===== src/rtl/codec_ctl_pkg.sv =====
package codec_ctl_pkg;

  // Direct port addresses
  localparam logic [1:0] PORT_IDX  = 2'd0;
  localparam logic [1:0] PORT_DATA = 2'd1;
  localparam logic [1:0] PORT_STAT = 2'd2;
  localparam logic [1:0] PORT_PIO  = 2'd3;

  // Indirect register numbers whose rules differ
  localparam int IDX_FMT     = 8;
  localparam int IDX_CFG     = 9;
  localparam int IDX_ERRINIT = 11;
  localparam int IDX_MODE    = 12;
  localparam int IDX_RSV_A   = 22;
  localparam int IDX_ALTSTAT = 24;
  localparam int IDX_RSV_B   = 27;
  localparam int IDX_RSV_C   = 29;

  // Bit positions
  localparam int MCE_BIT     = 6;
  localparam int MODE2_BIT   = 6;
  localparam int PBK_BIT     = 4;
  localparam int TMR_BIT     = 6;
  localparam int CAL_BIT     = 5;
  localparam int CFG_ZERO    = 5;

  typedef enum logic [2:0] {
    WK_NONE,
    WK_PLAIN,
    WK_MODE,
    WK_FMT_FULL,
    WK_FMT_HI,
    WK_CFG,
    WK_ALTSTAT
  } wrKindE;

  typedef struct packed {
    logic   idxWr;
    logic   dataWr;
    logic   statWr;
    logic   dataRd;
    wrKindE kind;
  } ctlStrobeS;

  function automatic logic [7:0] regResetValue(input int n);
    case (n)
      2, 3, 4, 5, 18, 19: regResetValue = 8'h88;
      6, 7:               regResetValue = 8'h80;
      9:                  regResetValue = 8'h08;
      12:                 regResetValue = 8'h8A;
      25, 26:             regResetValue = 8'hA0;
      default:            regResetValue = 8'h00;
    endcase
  endfunction

endpackage


===== src/rtl/codec_ctl_ctrl.sv =====
module codec_ctl_ctrl
  import codec_ctl_pkg::*;
#(
  parameter int NUM_IREGS = 32,
  localparam int IDX_W = $clog2(NUM_IREGS)
) (
  input  logic [1:0]       busAddr,
  input  logic             busRd,
  input  logic             busWr,
  input  logic [IDX_W-1:0] iIndex,
  input  logic             mceOn,
  input  logic             pmceOn,
  output ctlStrobeS        stb
);

  wrKindE kindSel;

  always_comb begin
    case (int'(iIndex))
      IDX_RSV_A, IDX_RSV_B, IDX_RSV_C, IDX_ERRINIT: kindSel = WK_NONE;
      IDX_MODE:    kindSel = WK_MODE;
      IDX_CFG:     kindSel = WK_CFG;
      IDX_ALTSTAT: kindSel = WK_ALTSTAT;
      IDX_FMT: begin
        if (mceOn)       kindSel = WK_FMT_FULL;
        else if (pmceOn) kindSel = WK_FMT_HI;
        else             kindSel = WK_NONE;
      end
      default:     kindSel = WK_PLAIN;
    endcase
  end

  always_comb begin
    stb.idxWr  = busWr && (busAddr == PORT_IDX);
    stb.dataWr = busWr && (busAddr == PORT_DATA);
    stb.statWr = busWr && (busAddr == PORT_STAT);
    stb.dataRd = busRd && (busAddr == PORT_DATA);
    stb.kind   = kindSel;
  end

endmodule


===== src/rtl/codec_ctl_datapath.sv =====
module codec_ctl_datapath
  import codec_ctl_pkg::*;
#(
  parameter int NUM_IREGS = 32,
  parameter int DATA_W    = 8,
  parameter int CAL_INIT  = 1,
  parameter int CAL_W     = 2,
  localparam int IDX_W = $clog2(NUM_IREGS)
) (
  input  logic              clk,
  input  logic              rst_n,
  input  ctlStrobeS         stb,
  input  logic [1:0]        busAddr,
  input  logic [DATA_W-1:0] busWdata,
  input  logic              irqSetStb,
  output logic [DATA_W-1:0] busRdata,
  output logic              irqOut,
  output logic [IDX_W-1:0]  iIndex,
  output logic              mceOn,
  output logic              pmceOn
);

  logic [DATA_W-2:0] idxReg;
  logic              intFlag;
  logic [CAL_W-1:0]  calCnt;
  logic [DATA_W-1:0] iregs   [NUM_IREGS];
  logic [DATA_W-1:0] regNxt  [NUM_IREGS];
  logic              mode2;
  logic              calHit;
  logic              pbkDrop;

  assign mode2  = iregs[IDX_MODE][MODE2_BIT];
  assign iIndex = mode2 ? idxReg[IDX_W-1:0] : IDX_W'(idxReg[3:0]);
  assign mceOn  = idxReg[MCE_BIT];
  assign pmceOn = iregs[IDX_ALTSTAT][PBK_BIT];
  assign irqOut = intFlag;

  assign calHit  = (int'(iIndex) == IDX_ERRINIT) && (calCnt != '0);
  assign pbkDrop = stb.dataWr && (stb.kind == WK_ALTSTAT)
                   && iregs[IDX_ALTSTAT][PBK_BIT] && !busWdata[PBK_BIT];

  // Next state of the indirect file
  always_comb begin
    for (int i = 0; i < NUM_IREGS; i++) begin
      regNxt[i] = iregs[i];
      if (stb.dataWr && int'(iIndex) == i) begin
        case (stb.kind)
          WK_PLAIN, WK_ALTSTAT, WK_FMT_FULL: regNxt[i] = busWdata;
          WK_MODE:   regNxt[i][MODE2_BIT] = busWdata[MODE2_BIT];
          WK_FMT_HI: regNxt[i] = {busWdata[DATA_W-1:4], iregs[i][3:0]};
          WK_CFG: begin
            regNxt[i] = busWdata;
            regNxt[i][CFG_ZERO] = 1'b0;
          end
          default: regNxt[i] = iregs[i];
        endcase
      end
    end
    if (stb.statWr) regNxt[IDX_ALTSTAT][TMR_BIT:PBK_BIT] = '0;
    if (irqSetStb)  regNxt[IDX_ALTSTAT][PBK_BIT] = 1'b1;
  end

  always_ff @(posedge clk) begin
    if (!rst_n) begin
      for (int i = 0; i < NUM_IREGS; i++) iregs[i] <= DATA_W'(regResetValue(i));
    end else begin
      for (int i = 0; i < NUM_IREGS; i++) iregs[i] <= regNxt[i];
    end
  end

  always_ff @(posedge clk) begin
    if (!rst_n) begin
      idxReg <= (DATA_W-1)'(8'h40);
    end else if (stb.idxWr) begin
      idxReg <= busWdata[DATA_W-2:0];
    end
  end

  always_ff @(posedge clk) begin
    if (!rst_n) begin
      intFlag <= 1'b0;
    end else if (irqSetStb) begin
      intFlag <= 1'b1;
    end else if (stb.statWr || pbkDrop) begin
      intFlag <= 1'b0;
    end
  end

  always_ff @(posedge clk) begin
    if (!rst_n) begin
      calCnt <= '0;
    end else if (stb.idxWr && !idxReg[MCE_BIT] && busWdata[MCE_BIT]
                 && (iregs[IDX_CFG][4:3] != 2'b00)) begin
      calCnt <= CAL_W'(CAL_INIT);
    end else if (stb.dataRd && calHit) begin
      calCnt <= calCnt - 1'b1;
    end
  end

  always_comb begin
    case (busAddr)
      PORT_IDX:  busRdata = {1'b0, idxReg};
      PORT_DATA: begin
        busRdata = iregs[iIndex];
        if (calHit) busRdata[CAL_BIT] = 1'b1;
      end
      PORT_STAT: busRdata = {{(DATA_W-1){1'b0}}, intFlag};
      default:   busRdata = '0;
    endcase
  end

endmodule


===== src/rtl/codec_ctl_regs.sv =====
module codec_ctl_regs
  import codec_ctl_pkg::*;
#(
  parameter int NUM_IREGS = 32,
  parameter int DATA_W    = 8,
  parameter int CAL_INIT  = 1,
  parameter int CAL_W     = 2
) (
  input  logic              clk,
  input  logic              rst_n,
  input  logic [1:0]        busAddr,
  input  logic              busRd,
  input  logic              busWr,
  input  logic [DATA_W-1:0] busWdata,
  output logic [DATA_W-1:0] busRdata,
  input  logic              irqSetStb,
  output logic              irqOut
);

  localparam int IDX_W = $clog2(NUM_IREGS);

  ctlStrobeS        stb;
  logic [IDX_W-1:0] iIndex;
  logic             mceOn;
  logic             pmceOn;

  codec_ctl_ctrl #(.NUM_IREGS(NUM_IREGS)) u_ctrl (
    .busAddr (busAddr),
    .busRd   (busRd),
    .busWr   (busWr),
    .iIndex  (iIndex),
    .mceOn   (mceOn),
    .pmceOn  (pmceOn),
    .stb     (stb)
  );

  codec_ctl_datapath #(
    .NUM_IREGS (NUM_IREGS),
    .DATA_W    (DATA_W),
    .CAL_INIT  (CAL_INIT),
    .CAL_W     (CAL_W)
  ) u_dp (
    .clk       (clk),
    .rst_n     (rst_n),
    .stb       (stb),
    .busAddr   (busAddr),
    .busWdata  (busWdata),
    .irqSetStb (irqSetStb),
    .busRdata  (busRdata),
    .irqOut    (irqOut),
    .iIndex    (iIndex),
    .mceOn     (mceOn),
    .pmceOn    (pmceOn)
  );

endmodule


===== config.mk =====
export PLATFORM = sky130hd
export DESIGN_NAME = codec_ctl_regs
export DESIGN_NICKNAME = d
export VERILOG_FILES = /design/src/rtl/codec_ctl_pkg.sv /design/src/rtl/codec_ctl_ctrl.sv /design/src/rtl/codec_ctl_datapath.sv /design/src/rtl/codec_ctl_regs.sv
export SDC_FILE = /design/constraint.sdc
export NUM_CORES = 1
export LEC_CHECK = 0
export BUFFER_PORTS_ARGS = -buffer_cell sky130_fd_sc_hd__buf_2
export CORE_MARGIN = 4
export CORE_UTILIZATION = 50
export DETAILED_ROUTE_END_ITERATION = 12
export GPL_TIMING_DRIVEN = 1
export PLACE_DENSITY = 0.73
export SYNTH_ARGS = -nofsm -noshare
export SYNTH_HDL_FRONTEND = slang
export SYNTH_HIERARCHICAL = 1
export SYNTH_SLANG_ARGS = --single-unit

===== constraint.sdc =====
create_clock -name clk -period 5.11 [get_ports clk]
set_input_delay 0.7665 -clock clk [delete_from_list [all_inputs] [get_ports clk]]
set_output_delay 0.7665 -clock clk [all_outputs]
set_load 0.05 [all_outputs]

==> flow_results.org, run 1 <==
** Yosys
- Share of synthesized area occupied by flip-flops and latches :: 59.86%
- Cell taking the most area after synthesis :: sky130_fd_sc_hd__edfxtp_1
- Ys flop type :: sky130_fd_sc_hd__edfxtp_1
- By area the synthesized netlist is led by sky130_fd_sc_hd__edfxtp_1, sky130_fd_sc_hd__mux4_2, sky130_fd_sc_hd__dfxtp_1.
- The synthesized design contains 266 register bits.
- Avg Synthesized Cell Area :: 12.02 sq um
- In the synthesized netlist the async set-or-reset flop fraction comes to 0%.
- Leading cell type by number of instances after synthesis :: sky130_fd_sc_hd__edfxtp_1
- Netlist area before placement :: 12770 sq um
- In the synthesized netlist, the cells that appear most often are sky130_fd_sc_hd__edfxtp_1, sky130_fd_sc_hd__nor2_1, sky130_fd_sc_hd__nand2_1.
- The synthesized design devotes to its leading area cell type 54.53% of total area.
- The Yosys step of the flow raised 6 warnings.
- Count of flip-flops with a built-in enable after synthesis :: 232
- Counting every net in the synthesized netlist gives 1079.
- Yosys cell types :: 62
- Synthesis produced 1063 cells.

** Place
- Area after DPL :: 13000 sq um
- PortBufs :: 23
- Worst slack at placement :: 1.228 ns
- At the end of routability-driven placement, the weighted congestion stood at 0.9348.
- Post-DP HPWL :: 21970 microns

** CTS
- The tree built by TritonCTS fans out to 266 sinks.
- # resized after CTS :: 0
- Clock-pin slew was measured on the worst setup and hold paths at 0.06 ns.
- In this run the clock root is driven by a sky130_fd_sc_hd__clkbuf_16.
- Post-CTS setup buffer count :: 0
- The number of hold buffers added after CTS was 0.
- H-Tree Depth :: 1
- TritonCTS clock tree :: yes
- Number of buffers between clock root and the deepest sink :: 3
- The number of clock buffers added by TritonCTS is 27.
- Clk Latency, worst-skew pair :: 0.54 ns

** Floorplanning
- Initial core utilization :: 50.73%
- Floorplan die width :: 167.8 microns
- Placeable Area :: 25180 sq um
- Die height :: 167.8 microns
- The die covers 28170 sq um.
- Std cell rows :: 58
- 24 I/O pins were placed.

** STA
- Final critical-path required period :: 4.301 ns
- Setup repair after global routing missed its margin :: false
- Tcrit/Tclk final :: 84.17%
- The final max-slew violation count came to 0.
- The total count of hold-check failures in the final report came to 0.
- Worst max-slew margin expressed relative to the limit :: 23.12%
- Setup slack on the critical path of the routed design comes to 0.8088 ns.
- For the pin with the worst max-slew slack, the measured transition is 1.152 ns.
- Max Freq :: 232.5 MHz
- Final clock skew :: 0.01242 ns
- In the final timing run, aggregate negative setup slack is 0 ns.
- Fin Hold WS :: 0.4635 ns
- Final-report setup violation count :: 0

** Pwr
- Total power :: 4706 uW
- Leak :: 0.004866 uW
- Across the VDD grid, the largest voltage drop is 0.0002100 V.
- Power density over the cells :: 339.8 nW/um^2

** Final layout
- Fill cells in the final layout number 2027.
- The repair_antennas step left the layout with diodes totalling 0.
- Number of nets in the finished design :: 1061
- Ratio of cells with drive above 1 in the final layout :: 14.92%
- Area growth from synthesis to final layout :: 8.413%
- Once layout is done, the placed cells without fillers occupy 13850 sq um.
- In the final layout, flip-flops and latches occupy 7654 sq um.
- The multi-input combinational cells in the finished layout cover a total of 4608 sq um.

** Route
- Aggregate routed wire length :: 33340 microns
- Iter 0 DRT Violations :: 1428
- Using the TritonRoute via totals, the vias-per-cell ratio works out to 6.368.
- For this block, the via count after detailed routing is 8890.
- In this run the remaining antenna-violating nets after routing total 0.
- Drc violations :: 0
- Number of search-and-repair iterations in the first detailed-routing pass :: 6
- After detailed routing, the average wire length per cell comes to 23.88 microns.

** GRT
- The initial antenna violation count came to 0.
- The via count of the first global-routing pass was 8590.
- Pin count of the biggest net entering global routing :: 86
- The first global-routing pass estimated 50600 microns of wire.
- The total overflow left after global routing is 0.
- Global routing used 22.87% of the available tracks.

** Status
- The flow ran to the end, and the final reports show no timing, DRC or antenna violations.

** Worst hold path
- Along the worst hold path, the cell count comes to 2.
- In this run the worst hold path is classified as reg2reg.

** Setup path
- The critical path is of the reg2out type.
- Category of the worst setup path launch point :: flop
- STA puts the critical path data required time at 4.34 ns.
- At the worst endpoint, the arrival time is 3.53 ns.
- STA classifies the critical path endpoint as an output pin.
- Maximum fanout along the worst path :: 72
- Measured in cells, the most critical reg-to-reg path has a length of 12.

** Job
- Across the run, the number of max-cap violations was 0.
-- cells in the final DEF (no fill, tap or decap), types with 15 or more instances in the layout --
master / n
sky130_fd_sc_hd__edfxtp_1: 232
sky130_fd_sc_hd__mux4_2: 41
sky130_fd_sc_hd__buf_2: 22
sky130_fd_sc_hd__a21oi_1: 28
sky130_fd_sc_hd__nand3_1: 41
sky130_fd_sc_hd__nor3_1: 15
sky130_fd_sc_hd__and2_1: 19
sky130_fd_sc_hd__buf_4: 23
sky130_fd_sc_hd__nor2_1: 136
sky130_fd_sc_hd__dfxtp_1: 31
sky130_fd_sc_hd__mux2i_1: 53
sky130_fd_sc_hd__o21ai_0: 77
sky130_fd_sc_hd__clkbuf_16: 27
sky130_fd_sc_hd__nand2_1: 120
sky130_fd_sc_hd__and3_1: 26
-- layer usage --
metal,routed length [microns],track usage (%),vias to the layer above
met4,1122,7.869,0
met3,3454,4.625,85
met5,0,0,-
met1,13020,31.89,4352
met2,15740,36.23,543
li1,-,-,3910
-- worst max-delay path: stages, from the launching register on --
cell and delay [ns]:
sky130_fd_sc_hd__dfxtp_4 1.10, sky130_fd_sc_hd__buf_4 0.42, sky130_fd_sc_hd__mux2_2 0.37, sky130_fd_sc_hd__a221oi_1 0.25
sky130_fd_sc_hd__o21ai_0 0.16, sky130_fd_sc_hd__a311oi_1 0.35, sky130_fd_sc_hd__nor4_1 0.12, sky130_fd_sc_hd__buf_2 0.23
-- sequential cells by signal (all words and copies together) (netlist names) --
register / flops
u_dp/calCnt: 2
u_dp/idxReg: 7
u_dp/iregs: 256
u_dp/irqOut: 1
-- layout make-up --
class	count	area share [%]
Tap cell	330	2.981
Clock inverter	9	0.3794
Timing Repair Buffer	45	2.042
Inverter	11	0.2981
Multi-Input combinational cell	694	33.27
Clock buffer	41	5.764
Sequential cell	266	55.26
-- where the power goes --
group / switching, uW / internal [uW] / leakage (uW) / total, uW
combinational: 209 / 97.0 / 0.00184 / 306
clock: 825 / 1080 / 0.000425 / 1900
sequential: 44.3 / 2450 / 0.00261 / 2500
-- metrics by stage --
step	utilization [%]	cells
floorplan	-	1063
global placement	51.62	1346
detailed placement	51.62	1346
CTS	55.00	1396
global route	55.00	1396
finish	55.00	1396
-- cells by family after synthesis --
| logic type | count (synthesis) | synth area share (%) |
|---|---|---|
| muxes | 107 | 12.53 |
| AOI/OAI and AO/OA | 160 | 7.385 |
| xor gates and xnor gates | 5 | 0.3429 |
| and+or+nand+nor | 421 | 15.69 |
| adders and majority gates | 1 | 0.09793 |
| DFF | 266 | 59.86 |
| buffers and inverters | 103 | 4.094 |
-- worst paths after layout --
path | start | endpoint | slack, ns
worst max-delay path | u_dp/idxReg[1] | busRdata[2] | 0.81
worst min-delay path | u_dp/iregs[12][2] | u_dp/iregs[12][2] | 0.46
worst max register to register | u_dp/idxReg[4] | u_dp/iregs[6][0] | 1.03
worst min register to register | u_dp/iregs[12][2] | u_dp/iregs[12][2] | 0.46
(Power assumes the default switching activity.)
==> inputs of run 2 (changes only) <==
Clock period 5.11 ns to 4 ns, I/O delays scaled along.
==> run 2 against run 1 <==
  * Wire length shrank 2.3%
  * Via count grew 0.26%
  * Highest routed layer unchanged
  * Sequential power grew 27%
  * Critical endpoint is now busRdata[7]
  * Largest power group unchanged
  * Critical path type unchanged
==> flow_results.org, run 2 (synthesis gave the netlist of run 1 again) <==
** Status
- Run status :: finished clean

** CTS
- H-Tree Depth :: 1 (unchanged)
- In this run the clock root is driven by a sky130_fd_sc_hd__clkbuf_16.
- CTS hold repair buffers :: 0 (unchanged)
- Worst-path clk slew :: 0.07 ns (about the same)
- TritonCTS clock tree :: yes
- The number of buffers created by CTS came to 27 (unchanged).
- The number of buffers between clock root and the deepest sink came to 3 (unchanged).
- The clock latency reported for the late side of the worst-skew pair came to 0.54 ns (about the same).
- Clock Sink Count :: 266 (unchanged)

** STA
- Final-report setup violation count :: 0 (unchanged)
- Setup TNS :: 0 ns (unchanged)
- Final critical-path required period :: 3.687 ns
- The final hold slack is 0.3310 ns (-0.1325 ns).
- Hold Violations, Final :: 0 (unchanged)
- Number of pins exceeding their max-slew limit in the final report :: 0 (unchanged)
- The slew of the pin with the lowest slew margin came to 1.017 ns (-0.1347 ns).
- Setup repair after global routing missed its margin :: false
- Final clock skew :: 0.01402 ns (+0.001606 ns)
- Timing would allow up to 271.2 MHz.
- The worst slew margin relative to its limit is 31.93% (+8.8 points).
- Dividing the final minimum period by the clock period gives 92.17%.

** Final layout
- Area taken by multi-input logic gates :: 4608 sq um (unchanged)
- The number of flip-flops in the largest register came to 256 (unchanged).
- The final net count is 1079 (+1.7%).
- Area growth from synthesis to final layout :: 9.393%
- The number of fillers in the final layout was 2030 (+0.15%).
- Register containing the most flip-flops in the final layout :: u_dp/iregs
- Commonest non-fill, non-tap cell in the layout :: sky130_fd_sc_hd__edfxtp_1
- The fraction of final layout cells with drive strength greater than 1 is 16.08% (+1.2 points).
- Largest registers :: u_dp/iregs x256, u_dp/idxReg x7, u_dp/calCnt x2
- Commonest cells after routing, fill and taps aside :: sky130_fd_sc_hd__edfxtp_1, sky130_fd_sc_hd__nor2_1, sky130_fd_sc_hd__nand2_1
- The area used by sequential logic in the layout was 7654 sq um (unchanged).
- The number of diodes was 0 (unchanged).

** Setup path
- Worst path top cell family by delay :: buffers and inverters
- Arrival time worst endpoint :: 3.09 ns (-0.44 ns)
- By startpoint and endpoint, the worst setup path is classified as reg2out.
- The biggest cell delay along the critical path is 0.55 ns (-0.55 ns).
- Maximum fanout along the worst path :: 26 (-64%)
- Count of buffer and inverter cells on the critical path :: 2 (unchanged)
- The worst setup path is launched from a flop.
- Traced cell by cell, the critical path runs through buf_4 > mux4_2 > a22o_1 > a211oi_1 > a21oi_1 > and3_1 > buf_2.
- The worst setup path is captured at an output pin.
- For this design, the slowest cell found on the critical path is sky130_fd_sc_hd__mux4_2.
- The data required time at the worst endpoint came to 3.40 ns (-0.94 ns).

** Pwr
- Switching power as a share of total power :: 22.59% (-0.31 points)
- Power density over the cells :: 426.0 nW/um^2 (+25%)
- Internal power :: 4609 uW (+27%)
- Switch Pwr :: 1345 uW (+25%)
- The maximum resistive drop on vdd was 0.0002738 V (+30%).
- Share of power burned in the clock network :: 39.8% (-0.6 points)
- The share of power burned in registers was 53.4% (+0.3 points).
- The leakage component of the power was 0.004935 uW (+1.4%).
- The combinational group share of total power is 6.8% (+0.3 points).

** Worst hold path
- The min-delay analysis places its worst path in the category in2reg.

** Route
- Number of search-and-repair iterations in the first detailed-routing pass :: 6 (unchanged)
- The DRC violation total after the first TritonRoute iteration came to 1249 (-13%).
- The remaining number of nets flagged by the antenna check after routing came to 0 (unchanged).
- The routed length per placed instance came to 23.07 microns (-3.4%).
- The routed via count came to 8913 (+0.26%).
- Vias/cell :: 6.312 (-0.88%)
- Aggregate routed wire length :: 32580 microns (-2.3%)
- Drc violations :: 0 (unchanged)

** Place
- The number of buffer cells added on primary ports is 23 (unchanged).
- The placer's final routability congestion estimate was 0.9152 (-2.1%).
- Post-DP HPWL :: 21840 microns (-0.58%)

** GRT
- Met2 track demand over resource in global routing :: 36.46% (+0.23 points)
- The maximum number of pins on one net before global-route repair is 105 (+22%).
- Aggregate global routing overflow :: 0 (unchanged)
- Global-route wire length before repair :: 49990 microns (-1.2%)
- The fraction of met3 tracks used by global routing came to 3.240% (-1.4 points).
- Global-route track usage on met1 :: 32.12% (+0.23 points)
- The overall track demand over capacity in global routing came to 22.56% (-0.31 points).
- The via count of the first global-routing pass was 8400 (-2.2%).
- The initial antenna violation count is 0 (unchanged).
- The global routing stage identified its most utilized layer as met2.

** Floorplanning
- The starting utilization of the core area is 50.73% (unchanged).
- Floorplan die width :: 167.8 microns (unchanged)
- Total I/O pin count :: 24 (unchanged)
- Placeable Area :: 25180 sq um (unchanged)
- Std cell rows :: 58 (unchanged)
- Die height :: 167.8 microns (unchanged)
- The die area was 28170 sq um (unchanged).

** Job
- Max cap viols :: 0 (unchanged)
-- run 2: changes by cell type in the layout (fill, tap and decap cells not counted), moves of 2 or more --
cell / before / now
sky130_fd_sc_hd__buf_4: 23 / 39
sky130_fd_sc_hd__clkbuf_8: 7 / 2
sky130_fd_sc_hd__buf_12: 0 / 2
sky130_fd_sc_hd__clkinvlp_4: 0 / 2
-- run 2: worst reg2reg max path, stage by stage, from the launching register on --
cell                        delay (ns)
sky130_fd_sc_hd__dfxtp_4          0.50
sky130_fd_sc_hd__buf_12           0.25
sky130_fd_sc_hd__nand2b_1         0.20
sky130_fd_sc_hd__a2111oi_1        0.38
sky130_fd_sc_hd__buf_4            0.23
sky130_fd_sc_hd__nand2_1          0.12
sky130_fd_sc_hd__xor2_1           0.16
sky130_fd_sc_hd__buf_4            0.20
sky130_fd_sc_hd__nor2_1           0.44
sky130_fd_sc_hd__nand2_1          0.22
sky130_fd_sc_hd__nand2_1          0.21
-- run 2: layout make-up --
class | instances | area share [%]
multi-input cells | 694 | 32.98
flip-flops and latches | 266 | 54.77
well taps | 330 | 2.955
clock buffers | 37 | 5.247
clock inverters | 11 | 0.5909
repair buffers | 63 | 3.169
inverters | 11 | 0.2955
-- run 2: repair_timing --
action,in CTS,in global routing
setup endpoints to repair,0,1
hold endpoints to repair,0,0
gates resized for setup,0,0
setup buffers,0,1
-- run 2: metrics by stage --
step           std cells  total power, uW  cell area, sq um  utilization, %  setup WS, ns
2_1_floorplan       1063             3496             12770               -        0.4748
3_3_place_gp        1363             3622             13140           52.18        0.7004
3_5_place_dp        1363             3635             13140           52.18        0.6631
4_1_cts             1411             5978             13950           55.42       0.08244
5_1_grt             1412             6142             13970           55.50        0.1996
6_report            1412             5953             13970           55.50        0.3133
-- run 2: final timing paths --
check / startpoint / end / slack, ns / cells past startpoint
setup / recovery: u_dp/idxReg[0] / busRdata[7] / 0.31 / 7
hold reg to reg: u_dp/iregs[12][0] / u_dp/iregs[12][0] / 0.46 / 2
hold / removal: irqSetStb / u_dp/irqOut / 0.33 / 3
setup reg to reg: u_dp/idxReg[1] / u_dp/iregs[6][0] / 0.78 / 10
-- run 2: routing by layer --
metal	share of wire, %	up-vias
met5	0	-
met4	3.2	0
met3	9.7	78
met2	47	542
met1	40	4360
li1	-	3933
-- run 2: power by group through the flow --
| stage | clock, uW | sequential, uW | combinational (uW) |
|---|---|---|---|
| after floorplan | 0 | 3210 | 282 |
| after global placement | 0 | 3240 | 387 |
| after detailed placement | 0 | 3240 | 394 |
| after CTS | 2400 | 3180 | 396 |
| after global routing | 2520 | 3190 | 431 |
| final | 2370 | 3180 | 405 |
